### src/rtl/adk_pkg.sv
package adk_pkg;

   // Smallest field width the delay timer accepts
   localparam int unsigned ADK_MIN_DLY_W = 2;

   // Longest delay a field of the given width can express
   function automatic int unsigned adk_max_dly(input int unsigned w);
      return (32'd1 << w) - 32'd1;
   endfunction

endpackage

### src/rtl/adk_region_decode.sv
module adk_region_decode #(
   parameter int unsigned ADDR_W   = 24,
   parameter int unsigned BLK_LSB  = 14,
   parameter int unsigned NUM_BLK  = 8,
   parameter int unsigned DLY_W    = 3,
   parameter logic [NUM_BLK-1:0]       POP_MASK = '1,
   parameter logic [NUM_BLK*DLY_W-1:0] DLY_TAB  = '0
) (
   input  logic [ADDR_W-BLK_LSB-1:0] blk_addr,
   input  logic                      stb,
   output logic [NUM_BLK-1:0]        cs,
   output logic                      hit,
   output logic [DLY_W-1:0]          dly
);

   localparam int unsigned IDX_W = $clog2(NUM_BLK);
   localparam int unsigned BA_W  = ADDR_W - BLK_LSB;

   logic [IDX_W-1:0] idx;
   logic             in_win;

   assign idx    = blk_addr[IDX_W-1:0];
   assign in_win = (blk_addr[BA_W-1:IDX_W] == '0);
   assign hit    = in_win & POP_MASK[idx];
   assign dly    = DLY_TAB[idx*DLY_W +: DLY_W];

   for (genvar gi = 0; gi < NUM_BLK; gi++) begin : g_cs
      if (POP_MASK[gi]) begin : g_fitted
         assign cs[gi] = stb & in_win & (idx == IDX_W'(gi));
      end else begin : g_empty
         assign cs[gi] = 1'b0;
      end
   end

endmodule

### src/rtl/adk_wait_gen.sv
module adk_wait_gen #(
   parameter int unsigned DLY_W     = 3,
   parameter bit          USE_SHIFT = 1'b1
) (
   input  logic             clk,
   input  logic             rst_n,
   input  logic             stb,
   input  logic [DLY_W-1:0] dly,
   output logic             done
);

   localparam int unsigned MAX_DLY = adk_pkg::adk_max_dly(DLY_W);

   if (USE_SHIFT) begin : g_shift
      // bit k set means at least k+1 edges have passed under the strobe
      logic [MAX_DLY-1:0] sr;
      logic [DLY_W-1:0]   tap;

      always_ff @(posedge clk) begin
         if (!rst_n)   sr <= '0;
         else if (!stb) sr <= '0;
         else          sr <= {sr[MAX_DLY-2:0], 1'b1};
      end

      assign tap  = dly - DLY_W'(1);
      assign done = (dly == '0) | sr[tap];
   end else begin : g_count
      logic [DLY_W-1:0] cnt;

      always_ff @(posedge clk) begin
         if (!rst_n)                      cnt <= '0;
         else if (!stb)                   cnt <= '0;
         else if (cnt != DLY_W'(MAX_DLY)) cnt <= cnt + DLY_W'(1);
      end

      assign done = (cnt >= dly);
   end

endmodule

### src/rtl/adk_watchdog.sv
module adk_watchdog #(
   parameter int unsigned WD_LIMIT = 16
) (
   input  logic clk,
   input  logic rst_n,
   input  logic stb,
   input  logic acked,
   output logic expired
);

   localparam int unsigned CW = $clog2(WD_LIMIT + 1);

   logic [CW-1:0] cnt;

   always_ff @(posedge clk) begin
      if (!rst_n)                                 cnt <= '0;
      else if (!stb)                              cnt <= '0;
      else if (!acked && cnt != CW'(WD_LIMIT))    cnt <= cnt + CW'(1);
   end

   assign expired = stb & (cnt == CW'(WD_LIMIT));

endmodule

### src/rtl/addr_dec_ack.sv
module addr_dec_ack #(
   parameter int unsigned ADDR_W    = 24,
   parameter int unsigned BLK_LSB   = 14,
   parameter int unsigned NUM_BLK   = 8,
   parameter int unsigned DLY_W     = 3,
   parameter int unsigned WD_LIMIT  = 16,
   parameter bit          USE_SHIFT = 1'b1,
   parameter logic [NUM_BLK-1:0]       POP_MASK = 8'b1000_0111,
   parameter logic [NUM_BLK*DLY_W-1:0] DLY_TAB  =
      {3'd7, 3'd0, 3'd0, 3'd0, 3'd0, 3'd5, 3'd0, 3'd3}
) (
   input  logic               clk,
   input  logic               rst_n,
   input  logic [ADDR_W-1:0]  addr,
   input  logic               addr_stb,
   output logic [NUM_BLK-1:0] cs,
   output logic               xfer_ack,
   output logic               bus_fault
);

   localparam int unsigned IDX_W   = $clog2(NUM_BLK);
   localparam int unsigned MAX_DLY = adk_pkg::adk_max_dly(DLY_W);

   // Elaboration-time parameter checks
   if ((32'd1 << IDX_W) != NUM_BLK) begin : g_chk_blk
      $error("NUM_BLK must be a power of two");
   end
   if (ADDR_W <= BLK_LSB + IDX_W) begin : g_chk_addr
      $error("ADDR_W leaves no bits above the decoded window");
   end
   if (DLY_W < adk_pkg::ADK_MIN_DLY_W) begin : g_chk_dly
      $error("DLY_W too small");
   end
   if (WD_LIMIT <= MAX_DLY) begin : g_chk_wd
      $error("WD_LIMIT must exceed the longest acknowledge delay");
   end

   logic             hit;
   logic [DLY_W-1:0] dly;
   logic             done;
   logic             ack_raw;
   logic             expired;
   logic             unused_lo;

   assign unused_lo = ^addr[BLK_LSB-1:0];

   adk_region_decode #(
      .ADDR_W   (ADDR_W),
      .BLK_LSB  (BLK_LSB),
      .NUM_BLK  (NUM_BLK),
      .DLY_W    (DLY_W),
      .POP_MASK (POP_MASK),
      .DLY_TAB  (DLY_TAB)
   ) u_dec (
      .blk_addr (addr[ADDR_W-1:BLK_LSB]),
      .stb      (addr_stb),
      .cs       (cs),
      .hit      (hit),
      .dly      (dly)
   );

   adk_wait_gen #(
      .DLY_W     (DLY_W),
      .USE_SHIFT (USE_SHIFT)
   ) u_wait (
      .clk   (clk),
      .rst_n (rst_n),
      .stb   (addr_stb),
      .dly   (dly),
      .done  (done)
   );

   assign ack_raw = addr_stb & hit & done;

   adk_watchdog #(
      .WD_LIMIT (WD_LIMIT)
   ) u_wd (
      .clk     (clk),
      .rst_n   (rst_n),
      .stb     (addr_stb),
      .acked   (ack_raw),
      .expired (expired)
   );

   assign xfer_ack  = ack_raw & ~expired;
   assign bus_fault = expired;

endmodule

### config.mk
export PLATFORM = sky130hd
export DESIGN_NAME = addr_dec_ack
export DESIGN_NICKNAME = d
export VERILOG_FILES = /design/src/rtl/adk_pkg.sv /design/src/rtl/adk_region_decode.sv /design/src/rtl/adk_wait_gen.sv /design/src/rtl/adk_watchdog.sv /design/src/rtl/addr_dec_ack.sv
export SDC_FILE = /design/constraint.sdc
export NUM_CORES = 1
export LEC_CHECK = 0
export ABC_AREA = 0
export BUFFER_PORTS_ARGS = -buffer_cell sky130_fd_sc_hd__buf_2
export CAP_MARGIN = 0
export CORE_MARGIN = 2
export CORE_UTILIZATION = 47
export CTS_CLUSTER_SIZE = 40
export DETAILED_ROUTE_END_ITERATION = 7
export HOLD_SLACK_MARGIN = 0.05
export PLACE_DENSITY = 0.87
export RECOVER_POWER = 100
export SYNTH_ARGS = -nofsm -noshare
export SYNTH_HDL_FRONTEND = slang
export SYNTH_HIERARCHICAL = 1
export SYNTH_SLANG_ARGS = --single-unit
### constraint.sdc
create_clock -name clk -period 5.38 [get_ports clk]
set_input_delay 0.538 -clock clk [delete_from_list [all_inputs] [get_ports clk]]
set_output_delay 0.538 -clock clk [all_outputs]
set_load 0.01 [all_outputs]
# After elaboration in Yosys (flattened, before gate mapping)
# Memory sizes are Yosys's and may differ from the RTL's.
# Index checks and enable logic that the tools add are counted.
[op_classes] n_addsub=2 n_mul=1 div_mod_pow=0 n_lt_le_gt_ge=2 eq_ne=5 shifts=1 mux=4 bitwise=12 reduce_logical=6
[op_table] operator="indexed part select 24 x 6 -> 3 bit, first input constant" n=1
[op_table] operator="AND 1 bit" n=10
[op_table] operator="less-than comparator 3 x 4 -> 1 bit, second input constant" n=2
[op_table] operator="zero test 7 bit" n=1
[op_table] operator="zero test 3 bit" n=2
[op_table] operator="adder 5 x 1 -> 5 bit, second input constant" n=1
[op_table] operator="== test 5 bit, second input constant" n=1
[op_table] operator="multiplier 3 x 2 -> 5 bit, second input constant" n=1
[op_table] operator="!= test 5 bit, second input constant" n=1
[op_table] operator="binary-select mux 1 bit (select 3 bit)" n=1
[op_table] operator="== test 3 x 1 -> 1 bit, second input constant" n=1
[op_table] operator="== test 3 x 2 -> 1 bit, second input constant" n=1
[op_table] operator="== test 3 bit, second input constant" n=1
[op_table] operator="two-way mux 1 bit" n=3
[op_table] operator="subtractor 3 x 1 -> 3 bit, second input constant" n=1
[op_table] operator="AND reduction 2 bit" n=1
[op_table] operator="logical AND 1 bit" n=1
[op_table] operator="zero test 1 bit" n=1
[op_table] operator="NOT 1 bit" n=1
[op_table] operator="bitwise OR 1 bit" n=1
[totals] regBits=12 latch_bits=0 ram_bits=0 mem_bits_ro=8 inputBits=27 out_inout_bits=10 wordCells=37 memories=1
[memory_table] memory="(name not given)" words=8 word_bits=1 rd=1 rd_clocked_by_memory_dff=0 write_ports=0 line_no="adk_region_decode.sv:24" rtl="assign hit = in_win & POP_MASK[idx];"

# Depth between registers and ports, before layout
[logic_depth] ltp_word=9 ltp_mapped=11 mapped_depth_nobuf=11

# By module
# The synthesis kept the hierarchy.
[by_module_without_submodules] mod="adk_wait_gen" instances=1 cells_per_inst=27 area_per_inst_um2=301.5 seq_area_each_um2=140.1
[by_module_without_submodules] mod="adk_watchdog" instances=1 cells_per_inst=28 area_per_inst_um2=260.2 seq_area_each_um2=100.1
[by_module_without_submodules] mod="adk_region_decode" instances=1 cells_per_inst=22 area_per_inst_um2=138.9 seq_area_each_um2=0.0
[by_module_without_submodules] mod="addr_dec_ack" instances=1 cells_per_inst=2 area_per_inst_um2=16.3 seq_area_each_um2=0.0

# Least setup slack after synthesis
# Ideal clock, no wire load.
[synth_path] path_kind="input to register" start="input addr[16]" end="register u_wd.cnt[1]" setup_ps=87 arrival_ps=2776 required_time_ps=5293 slack_ps=2517 path_stages=10 n_path_buf=0 path_cell_list="or2_2 nand2_1 inv_1 ha_1 mux4_2 a21oi_2 o221ai_2 and3_1 or4b_1 o31ai_1"
[synth_via] elab_chain_len=9 elab_cells_between_ends=14 cone_classes="add/sub (1); mul (1); shift (1); mux (3); bitwise (4); reduce/logical (3); memory (1)"
[synth_lines] item="start: declaration" line_no="addr_dec_ack.sv:14" rtl="input logic [ADDR_W-1:0] addr,"
[synth_lines] item="multiplier 3 x 2 -> 5 bit (*)" line_no="adk_region_decode.sv:25" rtl="assign dly = DLY_TAB[idx*DLY_W +: DLY_W];"
[synth_lines] item="indexed part select 24 x 6 -> 3 bit (*)" line_no="adk_region_decode.sv:25"
[synth_lines] item="via dly[0]" line_no="addr_dec_ack.sv:39" rtl="logic [DLY_W-1:0] dly;"
[synth_lines] item="subtractor 3 x 1 -> 3 bit" line_no="adk_wait_gen.sv:25" rtl="assign tap = dly - DLY_W'(1);"
[synth_lines] item="binary-select mux 1 bit (select 3 bit)" line_no="adk_wait_gen.sv:26" rtl="assign done = (dly == '0) | sr[tap];"
[synth_lines] item="two-way mux 1 bit (implied by the code)" line_no="adk_wait_gen.sv:26"
[synth_lines] item="bitwise OR 1 bit (*)" line_no="adk_wait_gen.sv:26"
[synth_lines] item="via done" line_no="addr_dec_ack.sv:40" rtl="logic done;"
[synth_lines] item="AND 1 bit (*)" line_no="addr_dec_ack.sv:73" rtl="assign ack_raw = addr_stb & hit & done;"
[synth_lines] item="via ack_raw" line_no="addr_dec_ack.sv:41" rtl="logic ack_raw;"
[synth_lines] item="zero test 1 bit (*)" line_no="adk_watchdog.sv:18" rtl="else if (!acked && cnt != CW'(WD_LIMIT)) cnt <= cnt + CW'(1);"
[synth_lines] item="logical AND 1 bit (*)" line_no="adk_watchdog.sv:18"
[synth_lines] item="end signal: assignment" line_no="adk_watchdog.sv:18"
[synth_lines] item="end: declaration" line_no="adk_watchdog.sv:13" rtl="logic [CW-1:0] cnt;"
# Mark *: on every way through the listed nets, which the timed path passes. The rest lies on a longest branch. The select of a mux whose other input is x is not followed.
# A chain may end at the register's enable or synchronous reset.

# Final worst setup path
[layout_path] start="input addr[16]" end="output xfer_ack"
[layout_via] elab_chain_len=8 elab_cells_between_ends=13 cone_classes="add/sub (1); mul (1); shift (1); mux (3); bitwise (5); reduce/logical (1); memory (1)"
[layout_lines] item="multiplier 3 x 2 -> 5 bit (*)" line_no="adk_region_decode.sv:25"
[layout_lines] item="indexed part select 24 x 6 -> 3 bit (*)" line_no="adk_region_decode.sv:25"
[layout_lines] item="via dly[0]" line_no="addr_dec_ack.sv:39"
[layout_lines] item="subtractor 3 x 1 -> 3 bit" line_no="adk_wait_gen.sv:25"
[layout_lines] item="binary-select mux 1 bit (select 3 bit)" line_no="adk_wait_gen.sv:26"
[layout_lines] item="two-way mux 1 bit (implied by the code)" line_no="adk_wait_gen.sv:26"
[layout_lines] item="bitwise OR 1 bit (*)" line_no="adk_wait_gen.sv:26"
[layout_lines] item="via done" line_no="addr_dec_ack.sv:40"
[layout_lines] item="AND 1 bit (*)" line_no="addr_dec_ack.sv:73"
[layout_lines] item="AND 1 bit (*)" line_no="addr_dec_ack.sv:85" rtl="assign xfer_ack = ack_raw & ~expired;"
[layout_lines] item="end: declaration" line_no="addr_dec_ack.sv:17" rtl="output logic xfer_ack,"
# Marks and branches as above.

==> flow_metrics.py <==
metrics = {
    "outcome": {
        "status": "complete, no violations",
    },
    "sta": {
        "finalSetupTns_ps": 0,
        "fin_crit_ps": 3090,
        "skew_ps": 1.63,
        "fmax_ghz": 0.324,
        "slew_violations": 0,
        "finalHoldViolations": 0,
        "setup_viol": 0,
        "relSlewSlack": 0.490,
        "tightest_slew_ps": 755,
        "finalCritPeriodShare": 0.574,
        "rsz0062_at_grt": "no",
        "holdWs_ps": 492,
    },
    "cts": {
        "ctsHoldBuffers": 0,
        "cts_sinks": 12,
        "clock_path_buffers": 2,
        "htree_num_levels": 1,
        "numCtsBuffers": 3,
        "post_cts_buffers": 0,
        "cts.clk_slew.worst_paths_ps": 70,
        "ctsResizeCount": 0,
        "clkLatencyLatePin_ps": 270,
        "clock-root-buffer": "clkbuf_4",
        "cts_tree": "yes",
    },
    "synth": {
        "yosys.area.top_type": "dfxtp_1",
        "yosysWarnings": 6,
        "synth.top_cell.area_share": 0.335,
        "synth_area_leaders": "dfxtp_1 (34%), ha_1 (7.0%), and3_1 (6.1%), buf_4 (4.2%), inv_1 (3.7%)",
        "synth_cell_types": 34,
        "syn_area_per_cell_um2": 9.08,
        "synth_seq_cells": 12,
        "netlist_area_um2": 717,
        "synth_cells": 79,
        "ys_seq_area_frac": 0.335,
    },
    "worst_setup_path": {
        "r2r_cells": 6,
        "worst-r2r-setup-slack_ps": 3290,
        "r2r-start": "u_wait/g_shift.sr[0]",
        "critPathKind": "in2out",
        "crit_slowest_cell": "or2_2",
        "crit_arrival_ps": 2550,
        "critPathCaptureType": "output port",
        "max_stage_delay_ps": 350,
        "r2r-end": "u_wd/cnt[1]",
        "start_kind": "input pin",
        "cp.required_ps": 4840,
        "cpMostUsedCell": "clkbuf_1",
        "cp_cell_sequence": "clkbuf_1, or2_2, nand2_1, inv_1, ha_1, mux4_2, a21oi_1, o221ai_2, and4b_1, clkbuf_1",
        "worst-path-max-fanout": 5,
        "cp_top_family": "simple AND/OR/NAND/NOR gates",
        "path_buf_inv": 3,
    },
    "pwr": {
        "p_per_area_nw_per_um2": 227,
        "ir_worst_vdd_v": 0.000154,
        "leakage_nw": 0.370,
        "power_w": 0.000188,
    },
    "detailed_routing": {
        "via_count": 621,
        "viasPerCell": 5.35,
        "dr.pass1.iters": 3,
        "wire_per_inst_um": 11.4,
        "ant_nets": 0,
        "drcViolationCount": 0,
        "drt-total-wl_um": 1320,
        "drt_iter0_markers": 12,
    },
    "layout": {
        "fillers": 141,
        "drive_above_1_share": 0.200,
        "syn2layout_area_growth_pct": 15.2,
        "final_common_cell": "dfxtp_1",
        "diodes": 0,
        "seqCellArea_um2": 240,
        "nets": 132,
        "final_cell_mix": "dfxtp_1 (12), buf_2 (11), and3_1 (7), clkbuf_1 (7), inv_1 (7)",
        "multi_input_area_um2": 422,
    },
    "global_route": {
        "grt_max_degree": 13,
        "grt_busiest_layer": "met2",
        "grt_overflow_total": 0,
        "antenna_found_initial": 0,
        "grt_pass1_wl_um": 2190,
        "grtUsageMet3": 0.0383,
        "globalRouteMet1Util": 0.197,
        "grt_pass1_vias": 556,
        "grtUsageMet2": 0.248,
        "grt_use_total": 0.161,
    },
    "hold_path": {
        "min_from": "u_wait/g_shift.sr[1]",
        "hold_path.class": "reg2reg",
        "hold_path_depth": 1,
        "min_to": "u_wait/g_shift.sr[2]",
    },
    "die": {
        "rows": 14,
        "coreArea_um2": 1470,
        "fp.dieH_um": 43.1,
        "die_w_um": 43.1,
        "io_pins": 37,
        "dieArea_um2": 1850,
        "initial_core_util": 0.487,
    },
    "placement": {
        "io_buffers": 18,
        "place.gp.congestion": 0.748,
        "dpl.hpwl_um": 981,
    },
    "run": {
        "drv_cap": 0,
    },
}
==> cell families after synthesis <==
| family | Yosys count | share of synthesized area |
|---|---|---|
| AOI/OAI and AO/OA | 13 | 0.131 |
| xor gates and xnor gates | 3 | 0.0367 |
| adders and majority gates | 4 | 0.0698 |
| buffers and inverters | 11 | 0.0785 |
| DFF | 12 | 0.335 |
| muxes | 1 | 0.0314 |
| other | 1 | 0.00523 |
| and+or+nand+nor | 34 | 0.312 |
==> worst max-delay path by stage <==
stage               slack (ps)     endpoint  depth (start not counted)      from
floorplan                 2520  u_wd/cnt[1]                         10  addr[16]
global placement          2260  u_wd/cnt[1]                         11  addr[16]
detailed placement        2200  u_wd/cnt[1]                         11  addr[16]
CTS                       2320     xfer_ack                         10  addr[16]
global route              2130     xfer_ack                         10  addr[16]
finish                    2290     xfer_ack                         10  addr[16]
==> synthesized netlist by cell type (all sizes together) <==
library cell   n
a211oi         1
a21o           2
a21oi          4
and2           2
and3           7
and4b          1
buf            4
conb           1
dfxtp         12
ha             4
inv            7
mux4           1
nand2          4
nand2b         1
nand3          2
nand4b         2
nor2           3
nor3           1
nor4           3
nor4bb         1
o21ai          3
o221ai         2
o31ai          1
or2            1
or3            2
or4            2
or4b           2
xnor2          1
xor2           2
==> metal layers <==
metal / part of all wire / up-vias
met3: 0.077 / 2
met5: 0 / -
met4: 0.0076 / 0
met2: 0.45 / 18
met1: 0.47 / 278
li1: - / 323
==> per-stage QoR <==
| step | std cells | setup slack [ps] | utilization | area (um2) |
|---|---|---|---|---|
| 6_report | 116 | 2290 | 0.561 | 826 |
| 2_1_floorplan | 82 | 2520 | - | 728 |
| 3_5_place_dp | 112 | 2200 | 0.549 | 808 |
| 5_1_grt | 116 | 2130 | 0.561 | 826 |
| 4_1_cts | 116 | 2320 | 0.574 | 845 |
| 3_3_place_gp | 112 | 2260 | 0.549 | 808 |
==> where the power goes <==
| group | internal (W) | switching [W] | leakage, nW |
|---|---|---|---|
| Clock | 0.0000411 | 0.0000286 | 0.0210 |
| Combinational | 0.0000119 | 0.0000149 | 0.251 |
| Sequential | 0.0000902 | 0.00000109 | 0.0973 |
| Total | 0.000143 | 0.0000445 | 0.370 |
==> layout make-up <==
cell class              instances  share of cell area
clock buffers                   4              0.0439
inverters                       7              0.0318
multi-input cells              59               0.511
flip-flops and latches         12               0.291
well taps                      16              0.0242
repair buffers                 18              0.0985
==> sequential cells by signal, summed over array words and instances (netlist names) <==
| name | flops |
|---|---|
| u_wd/cnt | 5 |
| u_wait/g_shift.sr | 7 |
==> worst reg2reg max path: cells and delay by family, from the launching register on <==
family / cells / cell delay [ps]
simple gates: 2 / 800
mux: 1 / 480
compound gates: 3 / 410
flops: 1 / 320
No activity file was read; power rests on OpenSTA's default activity.
